File: src/rtl/seqtrig_pkg.sv
package seqtrig_pkg;

  localparam int DEF_CHAN_W  = 32;
  localparam int DEF_NUM_REC = 4;
  localparam int DEF_NUM_LVL = 16;

  // Strobes issued by the control FSM to the sequence datapath.
  typedef struct packed {
    logic clrSeq;   // restart: level to 0, trigger cleared
    logic stepLvl;  // advance one level
    logic setTrig;  // final level satisfied
  } seqStrobe_t;

  typedef enum logic [1:0] {
    ST_IDLE = 2'd0,
    ST_HUNT = 2'd1,
    ST_DONE = 2'd2
  } seqState_t;

endpackage

File: src/rtl/seqtrig_datapath.sv
module seqtrig_datapath
  import seqtrig_pkg::*;
#(
  parameter int ChanW  = DEF_CHAN_W,
  parameter int NumRec = DEF_NUM_REC,
  parameter int NumLvl = DEF_NUM_LVL
) (
  input  logic                       clk,
  input  logic                       rstN,
  input  logic [ChanW-1:0]           sampleIn,
  input  logic                       cfgWe,
  input  logic [$clog2(NumLvl):0]    cfgAddr,
  input  logic [ChanW-1:0]           cfgData,
  input  logic                       busyIn,
  input  seqStrobe_t                 strb,
  output logic                       lvlHit,
  output logic                       lvlFinal,
  output logic [$clog2(NumLvl)-1:0]  levelOut,
  output logic                       trigOut
);

  localparam int RecW  = $clog2(NumRec);
  localparam int LvlW  = $clog2(NumLvl);
  localparam int AddrW = LvlW + 1;
  localparam int SlotW = LvlW - 1;

  logic [NumRec-1:0][ChanW-1:0] patValQ;
  logic [NumRec-1:0][ChanW-1:0] patMaskQ;
  logic [NumLvl-1:0][RecW-1:0]  lvlSelQ;
  logic [NumLvl-1:0]            lvlLastQ;
  logic [NumRec-1:0]            recHit;
  logic [LvlW-1:0]              levelQ;
  logic                         trigQ;

  logic cfgOpen;
  logic lvlSpace;
  assign cfgOpen  = cfgWe && !busyIn;
  assign lvlSpace = cfgAddr[AddrW-1];

  // Pattern storage: even slot = value, odd slot = care mask.
  always_ff @(posedge clk or negedge rstN) begin
    if (!rstN) begin
      patValQ  <= '0;
      patMaskQ <= '0;
    end else if (cfgOpen && !lvlSpace) begin
      for (int k = 0; k < NumRec; k++) begin
        if (cfgAddr[LvlW-1:1] == SlotW'(k)) begin
          if (cfgAddr[0]) patMaskQ[k] <= cfgData;
          else            patValQ[k]  <= cfgData;
        end
      end
    end
  end

  // Level program: recognizer select plus final flag.
  always_ff @(posedge clk or negedge rstN) begin
    if (!rstN) begin
      lvlSelQ  <= '0;
      lvlLastQ <= '0;
    end else if (cfgOpen && lvlSpace) begin
      for (int l = 0; l < NumLvl; l++) begin
        if (cfgAddr[LvlW-1:0] == LvlW'(l)) begin
          lvlSelQ[l]  <= cfgData[RecW-1:0];
          lvlLastQ[l] <= cfgData[RecW];
        end
      end
    end
  end

  // Three-valued comparators, one per recognizer.
  generate
    for (genvar k = 0; k < NumRec; k++) begin : gRec
      assign recHit[k] = ((sampleIn ^ patValQ[k]) & patMaskQ[k]) == '0;
    end
  endgenerate

  assign lvlHit   = recHit[lvlSelQ[levelQ]];
  assign lvlFinal = lvlLastQ[levelQ] || (levelQ == LvlW'(NumLvl - 1));

  always_ff @(posedge clk or negedge rstN) begin
    if (!rstN) begin
      levelQ <= '0;
      trigQ  <= 1'b0;
    end else if (strb.clrSeq) begin
      levelQ <= '0;
      trigQ  <= 1'b0;
    end else begin
      if (strb.stepLvl) levelQ <= levelQ + 1'b1;
      if (strb.setTrig) trigQ  <= 1'b1;
    end
  end

  assign levelOut = levelQ;
  assign trigOut  = trigQ;

  AST_LEVEL_STEP: assert property (@(posedge clk) disable iff (!rstN)
    1'b1 |=> (levelQ == $past(levelQ)) || (levelQ == $past(levelQ) + 1'b1) || (levelQ == '0));
  AST_TRIG_HOLD: assert property (@(posedge clk) disable iff (!rstN)
    trigQ && !strb.clrSeq |=> trigQ && $stable(levelQ));
  AST_ARM_CLEAR: assert property (@(posedge clk) disable iff (!rstN)
    strb.clrSeq |=> (levelQ == '0) && !trigQ);
  AST_CFG_FROZEN: assert property (@(posedge clk) disable iff (!rstN)
    busyIn |=> $stable(lvlSelQ) && $stable(lvlLastQ) && $stable(patValQ) && $stable(patMaskQ));
  AST_FINAL_HOLD: assert property (@(posedge clk) disable iff (!rstN)
    strb.setTrig |=> trigQ && $stable(levelQ));

endmodule

File: src/rtl/seqtrig_control.sv
module seqtrig_control
  import seqtrig_pkg::*;
(
  input  logic       clk,
  input  logic       rstN,
  input  logic       armIn,
  input  logic       lvlHit,
  input  logic       lvlFinal,
  output seqStrobe_t strb,
  output logic       busyOut
);

  seqState_t stateQ, stateD;
  logic      hunting;

  assign hunting = (stateQ == ST_HUNT) && !armIn;

  always_comb begin
    strb         = '0;
    strb.clrSeq  = armIn;
    strb.stepLvl = hunting && lvlHit && !lvlFinal;
    strb.setTrig = hunting && lvlHit && lvlFinal;
  end

  always_comb begin
    stateD = stateQ;
    if (armIn)             stateD = ST_HUNT;
    else if (strb.setTrig) stateD = ST_DONE;
  end

  always_ff @(posedge clk or negedge rstN) begin
    if (!rstN) stateQ <= ST_IDLE;
    else       stateQ <= stateD;
  end

  assign busyOut = (stateQ == ST_HUNT);

  AST_STROBE_EXCL: assert property (@(posedge clk) disable iff (!rstN)
    $onehot0(strb));
  AST_ARM_BUSY: assert property (@(posedge clk) disable iff (!rstN)
    armIn |=> busyOut);
  AST_IDLE_QUIET: assert property (@(posedge clk) disable iff (!rstN)
    !busyOut |-> !strb.stepLvl && !strb.setTrig);

endmodule

File: src/rtl/seqtrig_top.sv
module seqtrig_top
  import seqtrig_pkg::*;
(
  input  logic        clk,
  input  logic        rstN,
  input  logic [31:0] sampleIn,
  input  logic        cfgWe,
  input  logic [4:0]  cfgAddr,
  input  logic [31:0] cfgData,
  input  logic        armIn,
  output logic        trigOut,
  output logic        busyOut,
  output logic [3:0]  levelOut
);

  localparam int ChanW  = DEF_CHAN_W;
  localparam int NumRec = DEF_NUM_REC;
  localparam int NumLvl = DEF_NUM_LVL;

  seqStrobe_t strb;
  logic       lvlHit;
  logic       lvlFinal;

  seqtrig_control uCtrl (
    .clk      (clk),
    .rstN     (rstN),
    .armIn    (armIn),
    .lvlHit   (lvlHit),
    .lvlFinal (lvlFinal),
    .strb     (strb),
    .busyOut  (busyOut)
  );

  seqtrig_datapath #(
    .ChanW  (ChanW),
    .NumRec (NumRec),
    .NumLvl (NumLvl)
  ) uPath (
    .clk      (clk),
    .rstN     (rstN),
    .sampleIn (sampleIn),
    .cfgWe    (cfgWe),
    .cfgAddr  (cfgAddr),
    .cfgData  (cfgData),
    .busyIn   (busyOut),
    .strb     (strb),
    .lvlHit   (lvlHit),
    .lvlFinal (lvlFinal),
    .levelOut (levelOut),
    .trigOut  (trigOut)
  );

  AST_BUSY_TRIG_EXCL: assert property (@(posedge clk) disable iff (!rstN)
    !(busyOut && trigOut));
  AST_RESET_STATE: assert property (@(posedge clk) disable iff (!rstN)
    $rose(rstN) |-> !busyOut && !trigOut);

endmodule

File: config.mk
export PLATFORM = sky130hd
export DESIGN_NAME = seqtrig_top
export DESIGN_NICKNAME = d
export VERILOG_FILES = /design/src/rtl/seqtrig_pkg.sv /design/src/rtl/seqtrig_datapath.sv /design/src/rtl/seqtrig_control.sv /design/src/rtl/seqtrig_top.sv
export SDC_FILE = /design/constraint.sdc
export NUM_CORES = 1
export LEC_CHECK = 0
export ABC_AREA = 1
export BUFFER_PORTS_ARGS = -buffer_cell sky130_fd_sc_hd__buf_2
export CAP_MARGIN = 10
export CORE_UTILIZATION = 25
export CTS_CLUSTER_SIZE = 10
export DETAILED_ROUTE_END_ITERATION = 7
export PLACE_DENSITY_LB_ADDON = 0.12
export SYNTH_ARGS = -nofsm -noshare
export SYNTH_HDL_FRONTEND = slang
export SYNTH_SLANG_ARGS = --single-unit
File: constraint.sdc
create_clock -name clk -period 2.3 [get_ports clk]
set_input_delay 0.69 -clock clk [delete_from_list [all_inputs] [get_ports clk]]
set_output_delay 0.69 -clock clk [all_outputs]
set_load 0.01 [all_outputs]
Word level (Yosys, flattened, before mapping)
Cells that the tools add are included.
Widths: inputs -> output; s select.
- flip-flop bits (word level): 311
- output and inout port bits: 6
- bits of input ports: 73
- muxes and demuxes: 12
- order comparisons: 2
- bitwise logic cells: 9
- reduce and logical (&&, ||, !) cells: 44
- add/subtract/negate cells: 1
- equal/unequal tests: 20
- operator list (kind ; number):
    $and 32x32->32 ; 4
    $logic_not 32->1 ; 4
    $xor 32x32->32 ; 4
    $eq 4x4->1 const B ; 9
    $reduce_and 2->1 ; 16
    $reduce_and 3->1 ; 8
    $eq 4x3->1 const B ; 4
    $bmux 2 s4 ; 1
    $eq 4x2->1 const B ; 2
    $mux 4 ; 2
    $logic_and 1x1->1 ; 7
    $eq 3x2->1 const B ; 2
    $mux 2 ; 3
    $lt 4x5->1 const B ; 1
    $add 4x1->4 const B ; 1
    $bmux 1 s4 ; 1
    $eq 4x1->1 const B ; 1
    $logic_not 1->1 ; 4
    $logic_not 4->1 ; 1
    $mux 1 ; 4
    $reduce_bool 2->1 ; 2
    $eq 3x1->1 const B ; 1
    $logic_not 3->1 ; 1
    $lt 2x3->1 const B ; 1
    other kinds (4) ; 4

Logic depth before layout (Yosys ltp)
- depth after elaboration: 9
- gate-level depth with buffers: 14

By module
A second synthesis with hierarchy kept.
- cell total of the unflattened synthesis: 1807
- area total of the unflattened synthesis: 14216.1 um^2
- modules (own cells, without submodules) (module ; times used ; area each (um^2) ; cells an instance):
    seqtrig_datapath ; 1 ; 14101.0 ; 1791
    seqtrig_control ; 1 ; 115.1 ; 16

Least setup slack after synthesis
No wires, ideal clock.
- path kind: input to register
- start point: input cfgWe
- end point: register uPath.patMaskQ[45] (netlist bit)
- library setup time: 0.125 ns
- buffers on the path: 2
- data required time: 2.175 ns
- arrival: 1.945 ns
- path slack: 0.230 ns
- cell stages on the path: 6
- cells stage by stage: o21ai_1 -> or2_1 -> buf_4 -> nor2_2 -> buf_4 -> mux2_2
- longest elaborated chain between the ends: 3
- RTL lines (element ; line ; source):
    from (decl) ; seqtrig_top.sv:7 ; input logic cfgWe,
    $logic_and 1x1->1 ; seqtrig_datapath.sv:37 ; assign cfgOpen = cfgWe && !busyIn;
    $logic_and 1x1->1 ; seqtrig_datapath.sv:45 ; end else if (cfgOpen && !lvlSpace) begin
    $reduce_and 3->1 (no line) ; - ;
    to (signal, indexed assignment) ; seqtrig_datapath.sv:48 ; if (cfgAddr[0]) patMaskQ[k] <= cfgData;
    to (decl) ; seqtrig_datapath.sv:28 ; logic [NumRec-1:0][ChanW-1:0] patMaskQ;
No other way between the ends.
A chain may end at the register's enable or synchronous reset.

Worst setup path after layout
- start point: register uCtrl.stateQ[0]
- end point: register uPath.patMaskQ[16] (netlist bit)
- longest elaborated chain between the ends: 5
- RTL lines (element ; line ; source):
    from (decl) ; seqtrig_control.sv:13 ; seqState_t stateQ, stateD;
    from (signal assigned) ; seqtrig_control.sv:33 ; else stateQ <= stateD;
    $eq 2x1->1 ; seqtrig_control.sv:36 ; assign busyOut = (stateQ == ST_HUNT);
    $logic_not 1->1 ; seqtrig_datapath.sv:37 ;
    $logic_and 1x1->1 ; seqtrig_datapath.sv:37 ;
    $logic_and 1x1->1 ; seqtrig_datapath.sv:45 ;
    $reduce_and 3->1 (no line) ; - ;
No other way between the ends.

==> flow_summary.json <==
{
  "status": "finished, final reports clean",
  "cts_setup_buffers": 0,
  "synth-seq-cells": 310,
  "die_h_um": 243,
  "insertion_delay_ps": 560,
  "cts_tree": "built",
  "min_period_over_period": 0.895,
  "critPathMostFrequentCell": "buf_12",
  "ios": 79,
  "clock_path_buffers": 3,
  "drcViolationCount": 0,
  "ant_nets": 0,
  "dp.cells": 2591,
  "syn_area_per_cell_um2": 8.49,
  "grt_pass1_wl_um": 68600,
  "vias": 11500,
  "period_minus_slack_ps": 2060,
  "path_class": "register to register",
  "cp.arrival_ps": 2490,
  "synth_fp_nets": 1782,
  "vias_per_cell": 4.35,
  "wl_um": 42600,
  "wl_per_cell_um": 16.0,
  "start_util": 0.255,
  "yosys.area.top_type_share": 0.535,
  "pwr-share-clk": 0.305,
  "die_x_um": 243,
  "p_seq_frac": 0.446,
  "cap_violations": 0,
  "h-tree-depth": 2,
  "grt_max_degree": 77,
  "worstMarginPinSlew_ps": 458,
  "row_count": 87,
  "comb_power_share": 0.250,
  "area_delta_synth_final_pct": 23.2,
  "slowest_stage": "dfrtp_1",
  "core_area_um2": 56800,
  "slew_headroom": 0.693,
  "dpl_cell_area_um2": 16700,
  "cp.required_ps": 2730,
  "yosys.area.top_type": "dfrtp_1",
  "syn_inst": 1708,
  "fmax_mhz": 486,
  "peakVddDrop_v": 0.000480,
  "path_max_fanout": 21,
  "p_int_w": 0.0128,
  "synth.area.top_cells": "dfrtp_1, nand2_1, mux2_2",
  "start_kind": "register",
  "mappedNetlistArea_um2": 14500,
  "grt_remaining_overflow": 0,
  "port_buffers": 78,
  "cts_buffers": 39,
  "antenna_found_initial": 6,
  "final_cell_area_um2": 17900,
  "cp-end-kind": "register",
  "rsz0062_at_grt": "false",
  "num_antenna_cells": 0,
  "drtPass1Iterations": 4,
  "finClkSkew_ps": 19.6,
  "synth.distinct_cells": 27,
  "drt_iter0_drc": 728,
  "finalMaxSlewViolations": 0,
  "drive_gt1_frac": 0.183,
  "finalNonFillerCells": 2655,
  "globalplace.congestion": 0.766,
  "dp_hpwl_um": 30200,
  "die_area_um2": 59000,
  "grt_usage": 0.149,
  "switching_power_w": 0.00614,
  "cts_sinks": 310,
  "cpPeakStageDelay_ps": 380,
  "hold_class": "input pin to register",
  "synth.yosys.seq_area_share": 0.535,
  "p_leak_nw": 8.89,
  "synth_warnings": 0,
  "path_cells": "inv_1, o21ai_1, or2_1, buf_12, nor2_4, buf_12, mux2_2",
  "nNetsFinal": 1951,
  "power_density_nw_per_um2": 1060,
  "setup_viol": 0,
  "clk_pin_slew_worst_paths_ps": 50,
  "hold_viol": 0,
  "cts_root_buf": "clkbuf_16",
  "switching_share": 0.324,
  "grt_pass1_vias": 11700
}
[cell usage after synthesis]
cell type,count
nand2_1,498
dfrtp_1,310
inv_1,204
o21ai_0,191
nand3_1,146
mux2_2,108
nor2_1,107
a21oi_1,68
clkbuf_1,22
buf_2,18
buf_4,7
nor2_2,6
buf_6,4
inv_2,2
nand4_1,2
nor2_4,2
nor3_1,2
xor2_1,2
a211oi_1,1
ha_1,1
nand3b_1,1
nor4_4,1
o211ai_1,1
o21ai_1,1
o221ai_1,1
o22ai_1,1
or2_1,1
[stage by stage]
step / TNS (ps) / hold slack (ps) / utilization / total power (W) / setup WS (ps)
final: 0 / 434 / 0.314 / 0.0189 / 243
after CTS: 0 / 396 / 0.314 / 0.0193 / 200
after global routing: 0 / 435 / 0.314 / 0.0205 / 7.79
after global placement: -7690 / 464 / 0.293 / 0.0132 / -269
after floorplan: 0 / 394 / - / 0.0115 / 230
after detailed placement: -7910 / 477 / 0.293 / 0.0133 / -205
[power by group through the flow]
stage                     Sequential, W  Clock [W]  Combinational, W
after global routing            0.00869    0.00623           0.00556
after global placement          0.00849          0           0.00474
after detailed placement        0.00851          0           0.00483
after floorplan                 0.00826          0           0.00329
after CTS                       0.00844    0.00603           0.00485
final                           0.00844    0.00577           0.00473
[kinds of logic after synthesis]
| family | synth area share |
|---|---|
| mux | 0.0839 |
| simple gates | 0.215 |
| compound gates | 0.0918 |
| xor+xnor | 0.00121 |
| flops | 0.535 |
| buf+inv | 0.0720 |
| fa+ha+maj | 0.000863 |
[layer usage]
metal,GRT usage,up-vias,part of all wire
li1,-,5801,-
met1,0.211,5518,0.49
met2,0.234,156,0.45
met3,0.0290,57,0.037
met4,0.0327,8,0.017
met5,0,-,0.0011
[cells in the final DEF (no fill, tap or decap), types with 2 or more instances in the layout]
cell       count
nand4_1        2
a21oi_1       68
nor2_4         7
nor3_1         2
inv_2          2
clkbuf_16     40
nand3_1      146
buf_12        26
nand2_1      498
mux2_2       108
clkbuf_1      13
xor2_1         2
clkbuf_8       7
buf_4         74
dfrtp_1      310
buf_2         77
inv_1        204
o21ai_0      191
nor2_1       107
[critical path, delay by kind of cell, from the launching register on]
kind	cells	cell delay (ps)
muxes	1	350
and+or+nand+nor	2	540
DFF	1	380
AOI/OAI and AO/OA	1	160
buffers and inverters	3	500
[layout make-up]
cell class / count / area, um^2
fillers: 6037 / 39000
flip-flops and latches: 310 / 7760
multi-input cells: 1141 / 5720
repair buffers: 179 / 1490
clock buffers: 60 / 1150
well taps: 756 / 946
inverters: 206 / 773
clock inverters: 3 / 30.0
[registers in the layout (all words and copies together), names as in the netlist]
register and flops:
uPath.trigOut 1, uPath.lvlLastQ 16, uPath.patValQ 128, uPath.patMaskQ 128, uCtrl.stateQ 1, uPath.levelOut 4
uPath.lvlSelQ 32
[final timing paths]
path	startpoint	end	slack, ps	depth (start not counted)
min reg2reg	uPath.lvlSelQ[31]$_DFFE_PN0P_	uPath.lvlSelQ[31]$_DFFE_PN0P_	490	2
max in group asynchronous	rstN	uPath.patMaskQ[46]$_DFFE_PN0P_	980	3
max	uCtrl.stateQ[0]$_DFFE_PN0P_	uPath.patMaskQ[16]$_DFFE_PN0P_	240	7
min	cfgData[0]	uPath.patValQ[0]$_DFFE_PN0P_	430	3
max reg2reg	uCtrl.stateQ[0]$_DFFE_PN0P_	uPath.patMaskQ[16]$_DFFE_PN0P_	240	7
min in group asynchronous	rstN	uPath.patMaskQ[121]$_DFFE_PN0P_	570	2
[what timing repair did]
action                    4_1_cts  5_1_grt
hold endpoints to repair       26        0
hold buffers                    1        0
gates resized for setup         0        0
(Power assumes the default switching activity.)
